$ cat src/rtl/srq_multi_latch.sv
module srq_multi_latch #(
  parameter int SYNC_STAGES = 2
) (
  input  logic       clk,
  input  logic       rst_n,
  input  logic       wr_en,
  input  logic [7:0] wr_data,
  output logic [7:0] rd_data,
  input  logic       mod_en,
  input  logic       q_oe,
  input  logic       qn_oe,
  input  logic       sw_set,
  input  logic       sw_clr,
  input  logic       pin_in,
  input  logic       tick,
  input  logic       cmp_a,
  input  logic       cmp_b,
  output logic       q_out,
  output logic       qn_out
);
  localparam int LAST = SYNC_STAGES - 1;

  logic [7:0] ctrl;
  logic [2:0] sy [SYNC_STAGES];
  logic       q;
  logic       pin_s, ca_s, cb_s, set_any, clr_any;

  always_ff @(posedge clk or negedge rst_n)
    if (!rst_n)     ctrl <= '0;
    else if (wr_en) ctrl <= wr_data;

  always_ff @(posedge clk or negedge rst_n)
    if (!rst_n) begin
      for (int i = 0; i < SYNC_STAGES; i++) sy[i] <= '0;
    end else begin
      sy[0] <= {pin_in, cmp_b, cmp_a};
      for (int i = 1; i < SYNC_STAGES; i++) sy[i] <= sy[i-1];
    end

  assign pin_s = sy[LAST][2];
  assign cb_s  = sy[LAST][1];
  assign ca_s  = sy[LAST][0];

  assign set_any = sw_set | (ctrl[7] & pin_s) | (ctrl[6] & tick)
                 | (ctrl[5] & cb_s) | (ctrl[4] & ca_s);
  assign clr_any = sw_clr | (ctrl[3] & pin_s) | (ctrl[2] & tick)
                 | (ctrl[1] & cb_s) | (ctrl[0] & ca_s);

  always_ff @(posedge clk or negedge rst_n)
    if (!rst_n)                  q <= 1'b0;
    else if (!mod_en || clr_any) q <= 1'b0;
    else if (set_any)            q <= 1'b1;

  assign rd_data = ctrl;
  assign q_out   = q & q_oe;
  assign qn_out  = ~q & qn_oe;
endmodule

$ cat config.mk
export PLATFORM = sky130hd
export DESIGN_NAME = srq_multi_latch
export DESIGN_NICKNAME = d
export VERILOG_FILES = /design/src/rtl/srq_multi_latch.sv
export SDC_FILE = /design/constraint.sdc
export NUM_CORES = 1
export LEC_CHECK = 0
export ABC_CLOCK_PERIOD_IN_PS = 1200
export BUFFER_PORTS_ARGS = -buffer_cell sky130_fd_sc_hd__buf_2
export CAP_MARGIN = 20
export CORE_MARGIN = 2
export CORE_UTILIZATION = 40
export CTS_BUF_LIST = sky130_fd_sc_hd__clkbuf_16
export DETAILED_ROUTE_END_ITERATION = 12
export HOLD_SLACK_MARGIN = 0.08
export PLACE_DENSITY = 0.74
export SKIP_LAST_GASP = 1
export SLEW_MARGIN = 5
export SYNTH_ARGS = -nofsm -noshare
export SYNTH_HDL_FRONTEND = slang
export SYNTH_SLANG_ARGS = --single-unit
$ cat constraint.sdc
create_clock -name clk -period 1.2 [get_ports clk]
set_input_delay 0.12 -clock clk [delete_from_list [all_inputs] [get_ports clk]]
set_output_delay 0.12 -clock clk [all_outputs]
set_load 0.02 [all_outputs]
# Word-level counts from Yosys, hierarchy flattened

Index checks and enable logic that the tools add are counted.
W data, S select, Z words.

Output and inout bits: 10
Register bits: 15
Input bits: 20

Bitwise operators: 19
Reductions and logical operators: 3
Multiplexer cells: 2

Operator list:

| operator           | number |
|---|---|
| $and A1 B1 Y1      | 10 |
| $or A1 B1 Y1       | 8 |
| $mux W1            | 2 |
| $reduce_bool A2 Y1 | 1 |
| $logic_not A1 Y1   | 1 |
| $logic_or A1 B1 Y1 | 1 |
| $not A1 Y1         | 1 |

# Longest topological paths before layout

Gate-level depths: netlist of run 1.

Depth in word-level cells: 7
Mapped depth: 3
Depth with buffers taken out: 3

# Worst setup path after synthesis of run 1

Ideal clock, no wire load.

Path kind: register -> register
From: register ctrl[3], in the netlist rd_data[3]
To: register q
Setup time: 0.077 ns
Arrival time: 1.005 ns
Stages on the path, launching flop included: 4
Path slack: 0.117 ns
Buffers on the path: 0
Data required time: 1.123 ns
Path through: dfrtp_1 > a222oi_1 > nand4b_1 > a21oi_1

Cells in the longest elaborated chain, start to end: 7

RTL lines:

| item                                          | RTL line | text |
|---|---|---|
| from (decl)                                   | 23       | `logic [7:0] ctrl;` |
| from (signal assigned)                        | 30       | `else if (wr_en) ctrl <= wr_data;` |
| $and A1 B1 Y1 *                               | 46       | `assign clr_any = sw_clr \| (ctrl[3] & pin_s) \| (ctrl[2] & tick)` |
| $or A1 B1 Y1 * (2 in series)                  | 46       |  |
| $or A1 B1 Y1 * (2 in series)                  | 47       | `\| (ctrl[1] & cb_s) \| (ctrl[0] & ca_s);` |
| $logic_or A1 B1 Y1 *                          | 51       | `else if (!mod_en \|\| clr_any) q <= 1'b0;` |
| $mux W1 or $reduce_bool A2 Y1 (tied branches) | --       |  |
| to (signal assigned)                          | 50       | `if (!rst_n) q <= 1'b0;` |
| to (signal assigned)                          | 51       |  |
| to (signal assigned)                          | 52       | `else if (set_any) q <= 1'b1;` |
| to (decl)                                     | 25       | `logic q;` |

Every way passes the cells marked *; elsewhere a longest branch is shown, timed or not.
A chain may end at the register's enable or synchronous reset.

# Final worst setup path of run 1

Ends and elaborated chain as after synthesis.

==> reports/results.ini, run 1 <==
[clocking]
cts_tree = yes
cts_max_level = 1
root_buffer = clkbuf_16
cts.sinks = 15
clkTransAtPathRegs_ps = 40
clock_path_buffers = 2
clk_latency_ps = 240
cts_resized = 0
numCtsBuffers = 3

[critical_path]
arrival_ps = 1250
crit_path_max_incr_delay_ps = 390
required_ps = 1360
worstPathCellList = a222oi_1, nand4b_1, a21oi_1
cp-end-kind = flop
crit_type = reg -> reg
slowest_stage = dfrtp_1
crit_fanout = 3
start_kind = flop

[timing]
clock_skew_ps = 0.603
tightestPinTransition_ps = 325
final-max-slew-violation-count = 0
fmax_mhz = 921
fin_crit_ps = 1090
hold_viol = 0
rsz0062_at_grt = false
whs_ps = 114
min_period_over_period_pct = 90.5
tns_ps = 0
setup_viol = 0
slew_headroom_pct = 78.4

[die]
boundaryPins = 30
rows = 13
die_h_um = 40.3
dieArea_um2 = 1630
fp.coreArea_um2 = 1270
die_w_um = 40.3
initial_core_util_pct = 41.6

[grt]
grt_pass1_vias = 356
grt-ovfl-total = 0
grt.total_usage_pct = 14.4
antenna_found_initial = 0
grt_max_degree = 16
grt_pass1_wl_mm = 1.41

[route]
wl_met3_um = 86
wl_met1_um = 437
first_pass_iters = 4
wire_per_inst_um = 12.7
antenna_left = 0
dr_wl_met2_um = 525
drt-initial-drc-count = 11
drc = 0
avgViaCountPerCell = 4.71
top_layer = met4
wirelength_mm = 1.06
vias = 391

[yosys]
synth_area_per_cell_um2 = 16.5
synthCells = 32
ys_warn_count = 0
ys_types = 10
ys_seq_elements = 15
syn_area_um2 = 528
synth_nets = 52
yosysSeqAreaShare_pct = 71.1

[cells_and_area]
multi_input_area_um2 = 148
antenna_cells = 0
nNetsFinal = 89
fin_cells = 83
n_fill_cell = 89
drive_above_1_share_pct = 58.8
syn_to_final_growth_pct = 52.6
ff_latch_area_um2 = 375

[hold_path]
min-delay-path-class = in -> reg

[place]
dp.cells = 75
port_buffers = 29
gp_congestion = 0.665

[outcome]
status = finished, final reports clean

[pwr]
ir_drop_uv = 1110
p_leak_uw = 0.000401
power_density_nw_per_um2 = 1680

[run]
drv_cap = 0

-- per-layer routing --
metal / track usage [%] / vias to the layer above
met5: 0 / -
met3: 3.33 / 2
li1: - / 188
met1: 15.1 / 181
met2: 25.0 / 20
met4: 10.0 / 0
-- worst paths after layout --
check | startpoint | end | slack, ps | depth (start not counted)
max reg2reg | rd_data[3]$_DFFE_PN0P_ | q$_DFFE_PN0P_ | 110 | 3
max | rd_data[3]$_DFFE_PN0P_ | q$_DFFE_PN0P_ | 110 | 3
max in group asynchronous | rst_n | q$_DFFE_PN0P_ | 640 | 2
min | wr_data[4] | rd_data[4]$_DFFE_PN0P_ | 110 | 2
min reg2reg | sy[4]$_DFF_PN0_ | cb_s$_DFF_PN0_ | 340 | 0
min in group asynchronous | rst_n | sy[4]$_DFF_PN0_ | 320 | 2
-- final cells by class --
class	instances	share of cell area [%]
flip-flops and latches	15	46.6
repair buffers	33	23.0
multi-input cells	16	18.3
clock buffers	3	9.32
well taps	15	2.33
clock inverters	1	0.466
-- cell usage after synthesis --
master,instances,area share (%)
dfrtp_1,15,71
buf_2,1,0.95
a21oi_1,1,0.95
nand2_1,1,0.71
a211oi_1,1,1.4
mux2_2,8,17
and2_1,1,1.2
nor2b_1,1,1.2
nand4b_1,1,1.7
a222oi_1,2,3.8
-- power breakdown --
part / switching (uW) / internal (uW)
sequential: 26.1 / 547
clock: 175 / 439
combinational: 85.8 / 84.1
-- worst max-delay path: cells and delay by family (launching register included) --
| kind | cells | cell delay, ps |
|---|---|---|
| flip-flops | 1 | 390 |
| AO/OA/AOI/OAI | 2 | 490 |
| AND/OR/NAND/NOR | 1 | 130 |
-- cells in the final DEF (no fill, tap or decap) --
master,n
dfrtp_1,15
nor2b_1,1
inv_1,1
a222oi_1,2
buf_2,29
dlygate4sd3_1,4
mux2_2,8
and2_1,1
nand4b_1,1
clkbuf_16,3
a21oi_1,1
nand2_1,1
a211oi_1,1
-- cell families (layout without fill, tap and decap cells) --
group	count (synthesis)	after routing	synth area share, %
AOI/OAI and AO/OA	4	4	6.16
buffers and inverters	1	37	0.947
DFF	15	15	71.1
muxes	8	8	17.1
and+or+nand+nor	4	4	4.74
-- state kept, by name (all words and copies together), names as in the netlist --
name,count
rd_data,8
cb_s,1
ca_s,1
q,1
pin_s,1
sy,3
-- stage by stage --
step / util (%) / setup slack [ps] / instance area, um2 / total power, uW
6_report: 63.5 / 114 / 806 / 1360
5_1_grt: 63.5 / 10.0 / 806 / 1410
4_1_cts: 63.5 / 103 / 806 / 1380
3_5_place_dp: 54.1 / 113 / 687 / 742
3_3_place_gp: 54.1 / 197 / 687 / 737
2_1_floorplan: - / 117 / 528 / 661
-- repair_timing --
item                      CTS  global route
hold buffers                4             0
hold endpoints to repair   18             0
setup buffers               0             0
(Power assumes the default switching activity.)
==> inputs of run 2 (changes only) <==
--- a/config.mk
+++ b/config.mk
@@ -5,13 +5,13 @@
 export SDC_FILE = /design/constraint.sdc
 export NUM_CORES = 1
 export LEC_CHECK = 0
-export ABC_CLOCK_PERIOD_IN_PS = 1200
+export ABC_CLOCK_PERIOD_IN_PS = 1100
 export BUFFER_PORTS_ARGS = -buffer_cell sky130_fd_sc_hd__buf_2
 export CAP_MARGIN = 20
 export CORE_MARGIN = 2
 export CORE_UTILIZATION = 40
-export CTS_BUF_LIST = sky130_fd_sc_hd__clkbuf_16
 export DETAILED_ROUTE_END_ITERATION = 12
+export GPL_TIMING_DRIVEN = 0
 export HOLD_SLACK_MARGIN = 0.08
 export PLACE_DENSITY = 0.74
 export SKIP_LAST_GASP = 1
==> constraint.sdc (replaced) <==
create_clock -name clk -period 1.1 [get_ports clk]
set_input_delay 0.11 -clock clk [delete_from_list [all_inputs] [get_ports clk]]
set_output_delay 0.11 -clock clk [all_outputs]
set_load 0.02 [all_outputs]
==> reports/results.ini, run 2 (synthesis gave the netlist of run 1 again) <==
[die]
initial_core_util_pct = 41.6
boundaryPins = 30
rows = 13
die_h_um = 40.3
fp.coreArea_um2 = 1270
dieArea_um2 = 1630
die_w_um = 40.3

[pwr]
intPower_uw = 851
p_clk_share_pct = 26.5
comb_power_share_pct = 19.0
p_switching_uw = 287
ir_drop_uv = 885
power_density_nw_per_um2 = 1320
p_leak_uw = 0.000417
netSwitchingFraction_pct = 25.2
seqPwrFrac_pct = 54.5

[critical_path]
start_kind = flop
worstPathCellList = a222oi_1, nand4b_1, a21oi_1
crit_fanout = 2
crit_path_max_incr_delay_ps = 400
crit_type = reg -> reg
cp-end-kind = flop
slowest_stage = dfrtp_1
arrival_ps = 1280
required_ps = 1300

[grt]
grt.total_usage_pct = 15.0
grt_max_degree = 16
grt_pass1_wl_mm = 1.55
grt-ovfl-total = 0
grt_pass1_vias = 388
antenna_found_initial = 0

[timing]
hold_viol = 0
final-max-slew-violation-count = 0
whs_ps = 97.4
tns_ps = 0
rsz0062_at_grt = true
min_period_over_period_pct = 98.8
clock_skew_ps = 5.29
fmax_mhz = 920
setup_viol = 0
tightestPinTransition_ps = 321
fin_crit_ps = 1090
slew_headroom_pct = 78.6

[place]
port_buffers = 28
gp_congestion = 0.609

[cells_and_area]
final_common_cell = buf_2
multi_input_area_um2 = 148
drive_above_1_share_pct = 52.6
syn_to_final_growth_pct = 62.8
n_fill_cell = 91
nNetsFinal = 99
final_cell_mix = buf_2 (27), dfrtp_1 (15), dlygate4sd3_1 (13), mux2_2 (8), clkbuf_4 (3)
utilization_pct = 67.8
ff_latch_area_um2 = 375
largest_reg_flops = 8
antenna_cells = 0

[route]
antenna_left = 0
first_pass_iters = 4
avgViaCountPerCell = 4.58
drt-initial-drc-count = 6
drc = 0
wirelength_mm = 1.16
wire_per_inst_um = 12.4
vias = 426

[clocking]
cts_max_level = 1
clkTransAtPathRegs_ps = 80
root_buffer = clkbuf_4
cts.sinks = 15
clk_latency_ps = 270
numCtsBuffers = 3
clock_path_buffers = 2
cts_tree = yes

[hold_path]
min-delay-path-class = in -> reg

[run]
drv_cap = 0

[outcome]
status = finished, final reports clean

[run 2: cell count changes in the layout (fill, tap and decap cells not counted)]
cell	before	now
buf_2	29	27
buf_4	0	2
buf_6	0	1
clkbuf_1	0	1
clkbuf_16	3	0
clkbuf_4	0	3
dlygate4sd3_1	4	13
inv_1	1	0
[run 2: per-stage QoR]
stage	power, uW	area (um2)	instances	setup slack, ps
floorplan	721	528	32	17.4
global placement	803	687	75	53.0
detailed placement	809	687	75	31.5
CTS	1140	843	92	4.40
global route	1200	860	93	-16.6
finish	1140	860	93	13.6
[run 2: metal layers]
metal	track usage (%)	vias to the layer above	share of wire, %
met5	0	-	0
met3	5.00	0	6.6
met1	18.1	195	43
met2	25.0	22	51
li1	-	209	-
met4	5.00	0	0
[run 2: final cells by class]
class	count	share of cell area [%]
clock buffer	4	3.06
tap	15	2.18
sequential	15	43.7
multi-input combinational	16	17.2
timing repair buffer	42	33.3
buffer	1	0.582
[run 2: power by group through the flow]
stage / combinational, uW / clock [uW] / sequential, uW
finish: 216 / 301 / 621
CTS: 211 / 312 / 622
floorplan: 56.1 / 0 / 665
global route: 234 / 334 / 627
global placement: 172 / 0 / 631
detailed placement: 176 / 0 / 633
[run 2: critical path: cells and delay by family, from the launching register on]
kind            cells  cell delay [ps]
compound gates      2              470
flops               1              400
simple gates        1              140
[run 2: worst paths after layout]
check / slack, ps / from / end / depth (start not counted)
setup / recovery: 10 / pin_s$_DFF_PN0_ / q$_DFFE_PN0P_ / 3
hold / removal: 100 / mod_en / q$_DFFE_PN0P_ / 3
setup reg to reg: 10 / pin_s$_DFF_PN0_ / q$_DFFE_PN0P_ / 3
hold reg to reg: 350 / sy[3]$_DFF_PN0_ / ca_s$_DFF_PN0_ / 0
max in group asynchronous: 600 / rst_n / q$_DFFE_PN0P_ / 2
min in group asynchronous: 260 / rst_n / rd_data[5]$_DFFE_PN0P_ / 2
[run 2: repair_timing]
item,in CTS,in global routing
gates resized for setup,0,3
setup endpoints to repair,0,3
hold endpoints to repair,27,0
buffers inserted,0,1
hold buffers,13,0
==> inputs of run 3 (changes only) <==
--- a/config.mk
+++ b/config.mk
@@ -14,6 +14,7 @@
 export GPL_TIMING_DRIVEN = 0
 export HOLD_SLACK_MARGIN = 0.08
 export PLACE_DENSITY = 0.74
+export REMOVE_ABC_BUFFERS = 1
 export SKIP_LAST_GASP = 1
 export SLEW_MARGIN = 5
 export SYNTH_ARGS = -nofsm -noshare
==> constraint.sdc (replaced) <==
create_clock -name clk -period 1.1 [get_ports clk]
set_input_delay 0.165 -clock clk [delete_from_list [all_inputs] [get_ports clk]]
set_output_delay 0.165 -clock clk [all_outputs]
set_load 0.02 [all_outputs]
==> reports/results.ini, run 3 (synthesis gave the netlist of run 1 again) <==
[critical_path]
arrival_ps = 930
worstPathCellList = and2_4, buf_6
cp-end-kind = primary output
crit_path_max_incr_delay_ps = 400
critPathTopFamily = flip-flops
crit_buf_inv = 1
required_ps = 940
slowest_stage = dfrtp_1
crit_fanout = 3
crit_type = reg -> out
start_kind = flop

[cells_and_area]
largest_reg_flops = 8
stdcell_area_um2 = 773
drive_above_1_share_pct = 62.3
nNetsFinal = 90
final_common_cell = buf_2
syn_to_final_growth_pct = 46.4
final_cell_mix = buf_2 (27), dfrtp_1 (15), mux2_2 (8), dlygate4sd3_1 (4), clkbuf_4 (3)
antenna_cells = 0

[route]
antenna_left = 0
wirelength_mm = 1.03
first_pass_iters = 4
drt-initial-drc-count = 3
vias = 402
wire_per_inst_um = 12.3
drc = 0
avgViaCountPerCell = 4.79

[clocking]
clock_path_buffers = 2
clkTransAtPathRegs_ps = 90
cts_max_level = 1
root_buffer = clkbuf_4
cts_tree = yes
cts.sinks = 15
numCtsBuffers = 3
clk_latency_ps = 270

[timing]
timing.final.ws_setup_ps = 5.59
min_period_over_period_pct = 99.5
tns_ps = 0
slew_headroom_pct = 78.2
clock_skew_ps = 1.80
setup_viol = 0
fmax_mhz = 914
fin_crit_ps = 1090
final-max-slew-violation-count = 0
hold_viol = 0
tightestPinTransition_ps = 327
rsz0062_at_grt = true

[place]
postPlaceCellArea_um2 = 687
gp_congestion = 0.614
place_ws_ps = 52.0
port_buffers = 29

[die]
fp.coreArea_um2 = 1270
initial_core_util_pct = 41.6
die_w_um = 40.3
rows = 13
boundaryPins = 30
dieArea_um2 = 1630
die_h_um = 40.3

[pwr]
p_leak_uw = 0.000384
power_density_nw_per_um2 = 1430
ir_drop_uv = 863
p_total_uw = 1110

[grt]
grt-ovfl-total = 0
antenna_found_initial = 0
grt_pass1_vias = 379
grt.total_usage_pct = 15.5
grt_pass1_wl_mm = 1.54
grt_max_degree = 16

[hold_path]
min-delay-path-class = in -> reg

[run]
drv_cap = 0

[outcome]
status = finished, final reports clean

run 3: cell types whose count changed in the layout (fill, tap and decap cells not counted), sizes merged:
cell         change
dlygate4sd3      -9
clkinv           +1
clkbuf           -1
run 3: cell type report:
| type | count | area (um2) |
|---|---|---|
| Clock buffer | 3 | 22.5 |
| Multi-Input combinational cell | 16 | 150 |
| Tap cell | 15 | 18.8 |
| Timing Repair Buffer | 34 | 201 |
| Clock inverter | 1 | 5.00 |
| Sequential cell | 15 | 375 |
| Fill cell | 109 | 495 |
run 3: through the flow:
stage | hold WS (ps) | instances | utilization, %
floorplan | -131 | 31 | -
CTS | 107 | 84 | 60.9
detailed placement | 79.7 | 75 | 54.1
finish | 117 | 84 | 60.9
global route | 106 | 84 | 60.9
global placement | 80.3 | 75 | 54.1
run 3: repair_timing:
item / CTS / global route
setup endpoints to repair: 2 / 3
gates resized for setup: 4 / 0
pin swaps: 1 / 1
hold buffers: 4 / 0
endpoints found under the hold margin: 18 / 0
buffers inserted: 1 / 0
run 3: routing by layer:
layer	vias up	track usage (%)	share of wire (%)	routed length, um
met2	20	27.8	52	535
met3	2	5.56	8.9	92
met5	-	0	0	0
met4	0	7.50	0.58	6
li1	189	-	-	-
met1	191	15.5	39	397
run 3: final timing paths:
kind,startpoint,endpoint,slack [ps],cells after the start
max in group asynchronous,rst_n,rd_data[1]$_DFFE_PN0P_,540,2
worst max-delay path,q$_DFFE_PN0P_,q_out,6,2
worst max register to register,pin_s$_DFF_PN0_,q$_DFFE_PN0P_,30,3
worst min-delay path,wr_data[7],rd_data[7]$_DFFE_PN0P_,120,2
min in group asynchronous,rst_n,sy[5]$_DFF_PN0_,320,2
worst min register to register,sy[3]$_DFF_PN0_,ca_s$_DFF_PN0_,350,0
run 3: where the power goes:
part / switching (uW) / total [uW] / leakage (uW) / internal, uW
registers: 28.0 / 622 / 0.000177 / 594
logic: 93.2 / 190 / 0.000189 / 97.2
clock network: 161 / 296 / 0.0000177 / 134
total: 283 / 1110 / 0.000384 / 825
